<file path="src/rtl/uart_rx_pkg.sv">
`timescale 1ns/1ps
package uart_rx_pkg;

    localparam int unsigned CHAR_W   = 8;
    localparam int unsigned MIN_BITS = 5;
    localparam int unsigned IDX_W    = $clog2(CHAR_W);

    typedef enum logic [2:0] {
        RX_IDLE,
        RX_START,
        RX_DATA,
        RX_PAR,
        RX_STOP
    } rx_state_e;

    typedef struct packed {
        logic [1:0] len;
        logic       par_en;
        logic       par_odd;
    } rx_cfg_t;

    typedef struct packed {
        logic [CHAR_W-1:0] data;
        logic              par_err;
        logic              frm_err;
    } rx_char_t;

    // index of the last data bit for a length code
    function automatic logic [IDX_W-1:0] last_bit_idx(input logic [1:0] len);
        return IDX_W'(MIN_BITS - 1) + IDX_W'(len);
    endfunction

endpackage

</file>
<file path="src/rtl/rx_line_sync.sv">
`timescale 1ns/1ps
module rx_line_sync #(
    parameter int unsigned STAGES = 2
) (
    input  logic clk,
    input  logic rst,
    input  logic d_in,
    output logic d_out
);
    logic [STAGES-1:0] chain;

    generate
        if (STAGES == 1) begin : g_single
            always_ff @(posedge clk) begin
                if (rst) chain <= '1;
                else     chain <= d_in;
            end
        end else begin : g_multi
            always_ff @(posedge clk) begin
                if (rst) chain <= '1;
                else     chain <= {chain[STAGES-2:0], d_in};
            end
        end
    endgenerate

    assign d_out = chain[STAGES-1];
endmodule

</file>
<file path="src/rtl/rx_deframer.sv">
`timescale 1ns/1ps
module rx_deframer
    import uart_rx_pkg::*;
#(
    parameter int unsigned OVS = 16
) (
    input  logic     clk,
    input  logic     rst,
    input  logic     tick,
    input  logic     line,
    input  rx_cfg_t  cfg,
    output logic     load_o,
    output rx_char_t char_o
);
    localparam int unsigned CNT_W = $clog2(OVS);
    localparam logic [CNT_W-1:0] MID_CNT  = CNT_W'(OVS/2 - 1);
    localparam logic [CNT_W-1:0] LAST_CNT = CNT_W'(OVS - 1);

    rx_state_e          state;
    logic [CNT_W-1:0]   cnt;
    logic [IDX_W-1:0]   idx;
    logic [CHAR_W-1:0]  shreg;
    logic               par_acc;
    logic               perr;
    rx_cfg_t            cfg_q;
    logic               hit;

    always_comb begin
        if (state == RX_START) hit = (cnt == MID_CNT);
        else                   hit = (cnt == LAST_CNT);
    end

    always_ff @(posedge clk) begin
        if (rst) begin
            state   <= RX_IDLE;
            cnt     <= '0;
            idx     <= '0;
            shreg   <= '0;
            par_acc <= 1'b0;
            perr    <= 1'b0;
            cfg_q   <= '0;
            load_o  <= 1'b0;
            char_o  <= '0;
        end else begin
            load_o <= 1'b0;
            if (tick) begin
                if (state != RX_IDLE) cnt <= hit ? '0 : cnt + 1'b1;
                unique case (state)
                    RX_IDLE: begin
                        cnt <= '0;
                        if (!line) begin
                            state <= RX_START;
                            cfg_q <= cfg;
                        end
                    end
                    RX_START: if (hit) begin
                        if (line) begin
                            state <= RX_IDLE;
                        end else begin
                            state   <= RX_DATA;
                            idx     <= '0;
                            shreg   <= '0;
                            par_acc <= 1'b0;
                            perr    <= 1'b0;
                        end
                    end
                    RX_DATA: if (hit) begin
                        shreg[idx] <= line;
                        par_acc    <= par_acc ^ line;
                        if (idx == last_bit_idx(cfg_q.len))
                            state <= cfg_q.par_en ? RX_PAR : RX_STOP;
                        else
                            idx <= idx + 1'b1;
                    end
                    RX_PAR: if (hit) begin
                        perr  <= par_acc ^ line ^ cfg_q.par_odd;
                        state <= RX_STOP;
                    end
                    RX_STOP: if (hit) begin
                        load_o         <= 1'b1;
                        char_o.data    <= shreg;
                        char_o.par_err <= cfg_q.par_en & perr;
                        char_o.frm_err <= ~line;
                        state          <= RX_IDLE;
                    end
                    default: state <= RX_IDLE;
                endcase
            end
        end
    end

    p_tick_gate_r5: assert property (@(posedge clk) disable iff (rst)
        !tick |=> ($stable(state) && $stable(cnt)));

    p_glitch_idle_r6: assert property (@(posedge clk) disable iff (rst)
        (state == RX_START && tick && cnt == MID_CNT && line) |=> state == RX_IDLE);

    p_load_from_stop_r5: assert property (@(posedge clk) disable iff (rst)
        load_o |-> $past(state) == RX_STOP);

    p_load_single_r5: assert property (@(posedge clk) disable iff (rst)
        load_o |=> !load_o);

endmodule

</file>
<file path="src/rtl/rx_holding.sv">
`timescale 1ns/1ps
module rx_holding
    import uart_rx_pkg::*;
(
    input  logic              clk,
    input  logic              rst,
    input  logic              load,
    input  rx_char_t          char_in,
    input  logic              clr_strobe,
    input  logic              rd_strobe,
    output logic [CHAR_W-1:0] data_q,
    output logic              avail_q,
    output logic              par_q,
    output logic              ovr_q,
    output logic              frm_q
);
    always_ff @(posedge clk) begin
        if (rst) begin
            data_q  <= '0;
            avail_q <= 1'b0;
            par_q   <= 1'b0;
            ovr_q   <= 1'b0;
            frm_q   <= 1'b0;
        end else if (load) begin
            data_q  <= char_in.data;
            par_q   <= char_in.par_err;
            frm_q   <= char_in.frm_err;
            ovr_q   <= avail_q;
            avail_q <= 1'b1;
        end else if (clr_strobe || rd_strobe) begin
            avail_q <= 1'b0;
        end
    end

    p_clear_r9: assert property (@(posedge clk) disable iff (rst)
        ((clr_strobe || rd_strobe) && !load) |=> !avail_q);

    p_overrun_r7: assert property (@(posedge clk) disable iff (rst)
        (load && avail_q) |=> ovr_q);

    p_flags_hold_r10: assert property (@(posedge clk) disable iff (rst)
        !load |=> ($stable(data_q) && $stable(par_q) && $stable(frm_q) && $stable(ovr_q)));

    p_load_sets_avail_r5: assert property (@(posedge clk) disable iff (rst)
        load |=> avail_q);

endmodule

</file>
<file path="src/rtl/uart_rx_core.sv">
`timescale 1ns/1ps
module uart_rx_core
    import uart_rx_pkg::*;
#(
    parameter int unsigned OVS         = 16,
    parameter int unsigned SYNC_STAGES = 2
) (
    input  logic              clk,
    input  logic              rst,
    input  logic              rx_tick,
    input  logic              rx_serial,
    input  logic [1:0]        cfg_len,
    input  logic              cfg_par_en,
    input  logic              cfg_par_odd,
    input  logic              da_clr,
    input  logic              rd_strobe,
    output logic [CHAR_W-1:0] rx_data,
    output logic              data_avail,
    output logic              err_par,
    output logic              err_ovr,
    output logic              err_frm,
    output logic              err_par_or_ovr
);
    logic     line_s;
    logic     load;
    rx_char_t char_w;
    rx_cfg_t  cfg_w;

    assign cfg_w = '{len: cfg_len, par_en: cfg_par_en, par_odd: cfg_par_odd};

    rx_line_sync #(.STAGES(SYNC_STAGES)) u_sync (
        .clk   (clk),
        .rst   (rst),
        .d_in  (rx_serial),
        .d_out (line_s)
    );

    rx_deframer #(.OVS(OVS)) u_deframe (
        .clk    (clk),
        .rst    (rst),
        .tick   (rx_tick),
        .line   (line_s),
        .cfg    (cfg_w),
        .load_o (load),
        .char_o (char_w)
    );

    rx_holding u_hold (
        .clk        (clk),
        .rst        (rst),
        .load       (load),
        .char_in    (char_w),
        .clr_strobe (da_clr),
        .rd_strobe  (rd_strobe),
        .data_q     (rx_data),
        .avail_q    (data_avail),
        .par_q      (err_par),
        .ovr_q      (err_ovr),
        .frm_q      (err_frm)
    );

    assign err_par_or_ovr = err_par | err_ovr;

    p_combined_r8: assert property (@(posedge clk) disable iff (rst)
        (err_par || err_ovr) |-> err_par_or_ovr);

endmodule

</file>
<file path="config.mk">
export PLATFORM = sky130hd
export DESIGN_NAME = uart_rx_core
export DESIGN_NICKNAME = d
export VERILOG_FILES = /design/src/rtl/uart_rx_pkg.sv /design/src/rtl/rx_line_sync.sv /design/src/rtl/rx_deframer.sv /design/src/rtl/rx_holding.sv /design/src/rtl/uart_rx_core.sv
export SDC_FILE = /design/constraint.sdc
export NUM_CORES = 1
export LEC_CHECK = 0
export ABC_CLOCK_PERIOD_IN_PS = 2000
export BUFFER_PORTS_ARGS = -buffer_cell sky130_fd_sc_hd__buf_2
export CORE_ASPECT_RATIO = 0.75
export CORE_MARGIN = 5
export CORE_UTILIZATION = 57
export CTS_CLUSTER_DIAMETER = 200
export CTS_CLUSTER_SIZE = 10
export DETAILED_ROUTE_END_ITERATION = 6
export GPL_TIMING_DRIVEN = 0
export PLACE_DENSITY_LB_ADDON = 0.08
export SLEW_MARGIN = 5
export SYNTH_ARGS = -nofsm -noshare
export SYNTH_HDL_FRONTEND = slang
export SYNTH_HIERARCHICAL = 1
export SYNTH_SLANG_ARGS = --single-unit
</file>
<file path="constraint.sdc">
create_clock -name clk -period 2 [get_ports clk]
set_clock_uncertainty 0.15 [all_clocks]
set_input_delay 0.4 -clock clk [delete_from_list [all_inputs] [get_ports clk]]
set_output_delay 0.4 -clock clk [all_outputs]
set_load 0.02 [all_outputs]
</file>
==> insert_results.sql <==
INSERT INTO impl_metrics (metric_group, metric, value, unit) VALUES
('outcome', 'outcome', 'complete, no violations', ''),
('die', 'core', '3710', 'µm²'),
('clocking', 'post-cts-setup-buffer-count', '0', ''),
('placed_design', 'gp_congestion', '0.932', ''),
('timing', 'totalNegativeSetupSlack', '0', 'ps'),
('detailed_routing', 'via_count', '1813', ''),
('timing', 'timing.hold.ws', '128', 'ps'),
('synthesis', 'number_of_enable_flip_flop_cells_after_synthesis', '0', ''),
('die', 'chipWidth', '81.9', 'µm'),
('clocking', 'cts_sinks', '49', ''),
('timing', 'final-max-slew-violation-count', '0', ''),
('synthesis', 'most_frequently_used_cell_type_in_the_post_synthesis_netlist', 'sky130_fd_sc_hd__dfxtp_1', ''),
('synthesis', 'syn_inst', '247', ''),
('synthesis', 'synth_cell_types', '42', ''),
('timing', 'worst_pin_slew', '542', 'ps'),
('clocking', 'tritoncts_clock_tree', 'yes', ''),
('timing', 'timing.final.crit_period', '1920', 'ps'),
('power_and_ir_drop', 'powerDensity', '694', 'nW/µm²'),
('detailed_routing', 'totalWireLength', '4560', 'µm'),
('die', 'ios', '23', ''),
('timing', 'setup_violations', '0', ''),
('detailed_routing', 'drc_errors', '0', ''),
('timing', 'post-route-period-util', '96.0', '%'),
('worst_hold_path', 'timing.hold.worst_endpoint', 'u_sync/chain[0]$_SDFF_PP1_', ''),
('synthesis', 'mappedNetlistNets', '259', ''),
('synthesis', 'dominantRegCellSynth', 'sky130_fd_sc_hd__dfxtp_1', ''),
('detailed_routing', 'routed_via_density', '5.54', ''),
('setup_path', 'worst-r2r-cell-count', '5', ''),
('cells_and_area', 'area.growth.synth_to_final', '16.0', '%'),
('setup_path', 'worstPathBufferInverterCount', '1', ''),
('synthesis', 'syn_avg_cell_area', '8.94', 'µm²'),
('setup_path', 'critical_path_top_delay_cell', 'sky130_fd_sc_hd__dfxtp_1', ''),
('die', 'initial_core_util', '59.5', '%'),
('timing', 'max_slew_headroom_at_the_worst_pin', '63.9', '%'),
('setup_path', 'critical_path.max_stage_delay', '430', 'ps'),
('global_route', 'wire_length_of_the_first_global_routing_pass', '7620', 'µm'),
('placed_design', 'dpl_worst_slack', '-94.8', 'ps'),
('setup_path', 'rr_endpoint', 'u_deframe/state[1]$_SDFFE_PP0P_', ''),
('worst_hold_path', 'worst_hold_startpoint', 'rx_serial', ''),
('synthesis', 'synth.top_cell.area_share', '44.4', '%'),
('synthesis', 'synth_async_sr_flop_share', '0', '%'),
('setup_path', 'launching_element_of_the_worst_setup_path', 'u_deframe/state[0]$_SDFFE_PP0P_', ''),
('detailed_routing', 'antenna_violating_nets_post_route', '0', ''),
('die', 'rows', '19', ''),
('cells_and_area', 'num-fill-cells', '310', ''),
('setup_path', 'worstPathRequired', '2050', 'ps'),
('synthesis', 'synth.yosys.seq_area_share', '44.4', '%'),
('setup_path', 'cp-start-kind', 'register', ''),
('global_route', 'grt_util_all_layers', '18.9', '%'),
('clocking', 'number_of_h_tree_levels', '2', ''),
('global_route', 'number_of_antenna_violations_at_the_first_check_in_global_routing', '0', ''),
('die', 'die-height', '63.9', 'µm'),
('synthesis', 'synth.cell_area', '2210', 'µm²'),
('clocking', 'buffer_type_at_the_clock_tree_root', 'sky130_fd_sc_hd__clkbuf_8', ''),
('detailed_routing', 'drt-wirelength-per-cell', '13.9', 'µm'),
('setup_path', 'criticalPathCategory', 'register to register', ''),
('cells_and_area', 'post_route_cells_drive_above_1_share', '19.6', '%'),
('flow_run', 'cap_viol_max_count', '0', ''),
('power_and_ir_drop', 'fin_total_pwr', '1.78', 'mW'),
('cells_and_area', 'final_design_area_no_fill', '2560', 'µm²'),
('synthesis', 'ys_top_cells_by_count', 'sky130_fd_sc_hd__dfxtp_1 (49), sky130_fd_sc_hd__nand2_1 (34), sky130_fd_sc_hd__mux2i_1 (25)', ''),
('global_route', 'via_count_of_the_first_global_routing_pass', '1588', ''),
('timing', 'worst_setup_slack_final', '79.3', 'ps'),
('cells_and_area', 'insertedDiodeCount', '0', ''),
('synthesis', 'synth_top_cells_by_area', 'sky130_fd_sc_hd__dfxtp_1 (44%), sky130_fd_sc_hd__mux2i_1 (11%), sky130_fd_sc_hd__nand2_1 (5.8%)', ''),
('clocking', 'cts_buffer_depth', '2', ''),
('timing', 'final_hold_viols', '0', ''),
('synthesis', 'synth_area_leader_cell', 'sky130_fd_sc_hd__dfxtp_1', ''),
('placed_design', 'port-buffer-count', '22', ''),
('placed_design', 'dp_hpwl', '3180', 'µm'),
('detailed_routing', 'first_iter_violations', '77', '');
-- per-layer routing --
layer	routed length, µm	up-vias	GRT usage (%)	part of all wire, %
li1	-	914	-	-
met1	2320	838	27.7	51
met2	1880	59	25.8	41
met3	323	2	5.76	7.1
met4	33	0	6.64	0.72
met5	0	-	0	0
-- registers in the layout, summed over array words and instances, names as in the netlist --
signal	flops
u_deframe/par_acc	1
u_deframe/char_o	10
u_deframe/cnt	4
u_hold/avail_q	1
u_deframe/shreg	8
u_hold/data_q	8
u_deframe/load_o	1
u_hold/ovr_q	1
u_deframe/perr	1
u_hold/par_q	1
u_sync/chain	2
u_deframe/cfg_q	4
u_hold/frm_q	1
u_deframe/state	3
u_deframe/idx	3
-- worst reg2reg max path, delay by kind of cell (launching register included) --
family,cells,cell delay (ps)
DFF,1,430
buffers and inverters,1,310
and+or+nand+nor,1,180
AOI/OAI and AO/OA,2,390
muxes,1,370
-- report_power, final --
group	internal (mW)	switching (mW)
Clock	0.376	0.327
Sequential	0.981	0.00589
Combinational	0.0327	0.0554
Total	1.39	0.389
-- timing repair --
action	in CTS	in global routing
hold buffers	0	0
pin swaps	0	2
gates resized for setup	5	14
endpoints found under the setup margin	13	26
-- logic make-up after synthesis --
family,after synthesis,synth area share (%)
AO/OA/AOI/OAI,40,11.2
XOR/XNOR,5,2.32
adder cells (fa/ha/maj),2,1.13
buffers and inverters,19,3.85
flip-flops,49,44.4
multiplexers,27,12.4
AND/OR/NAND/NOR,105,24.8
-- area by class of cell --
cell class / instances / area (µm²) / area share [%]
Clock inverter: 2 / 38.8 / 1.51
Tap cell: 52 / 65.1 / 2.54
Sequential cell: 49 / 981 / 38.3
Buffer: 13 / 68.8 / 2.69
Clock buffer: 6 / 72.6 / 2.83
Multi-Input combinational cell: 179 / 1210 / 47.2
Inverter: 4 / 15.0 / 0.586
Timing Repair Buffer: 22 / 110 / 4.30
-- layout by cell type, fill, tap and decap left out, types with 2 or more instances in the layout --
cell | Yosys | layout
sky130_fd_sc_hd__nor4_1 | 4 | 2
sky130_fd_sc_hd__mux2i_1 | 25 | 25
sky130_fd_sc_hd__inv_1 | 4 | 4
sky130_fd_sc_hd__xnor2_1 | 2 | 2
sky130_fd_sc_hd__o31ai_1 | 2 | 2
sky130_fd_sc_hd__buf_2 | 5 | 26
sky130_fd_sc_hd__xor2_1 | 2 | 2
sky130_fd_sc_hd__clkbuf_1 | 9 | 5
sky130_fd_sc_hd__nor3_1 | 4 | 3
sky130_fd_sc_hd__a211oi_1 | 2 | 2
sky130_fd_sc_hd__clkbuf_2 | 0 | 3
sky130_fd_sc_hd__dfxtp_1 | 49 | 49
sky130_fd_sc_hd__or3_1 | 4 | 4
sky130_fd_sc_hd__nor2_1 | 21 | 21
sky130_fd_sc_hd__nand2_1 | 34 | 34
sky130_fd_sc_hd__or2_1 | 3 | 3
sky130_fd_sc_hd__nor2b_1 | 4 | 4
sky130_fd_sc_hd__nand4_1 | 2 | 2
sky130_fd_sc_hd__nand3b_1 | 5 | 5
sky130_fd_sc_hd__o21ai_0 | 8 | 8
sky130_fd_sc_hd__mux2_2 | 2 | 2
sky130_fd_sc_hd__nand3_1 | 8 | 8
sky130_fd_sc_hd__nand4b_1 | 3 | 3
sky130_fd_sc_hd__nor4_2 | 0 | 2
sky130_fd_sc_hd__clkbuf_8 | 0 | 5
sky130_fd_sc_hd__nand2b_1 | 3 | 3
sky130_fd_sc_hd__a21oi_1 | 21 | 21
sky130_fd_sc_hd__nor3b_4 | 1 | 2
-- per-stage QoR --
stage                     utilization (%)  cells
after floorplan                         -    247
after detailed placement             64.3    321
after global routing                 69.1    327
final                                69.1    327
after global placement               64.3    321
after CTS                            67.6    328
-- worst max-delay path by stage --
stage,end,slack (ps)
floorplan,u_deframe/idx[0]$_SDFFE_PP0P_,200
global placement,u_deframe/state[1]$_SDFFE_PP0P_,-100
detailed placement,u_deframe/state[1]$_SDFFE_PP0P_,-90
CTS,u_deframe/state[1]$_SDFFE_PP0P_,10
global route,u_deframe/idx[0]$_SDFFE_PP0P_,-30
finish,u_deframe/state[1]$_SDFFE_PP0P_,80
Note: power is estimated with default switching activity, not from simulation.
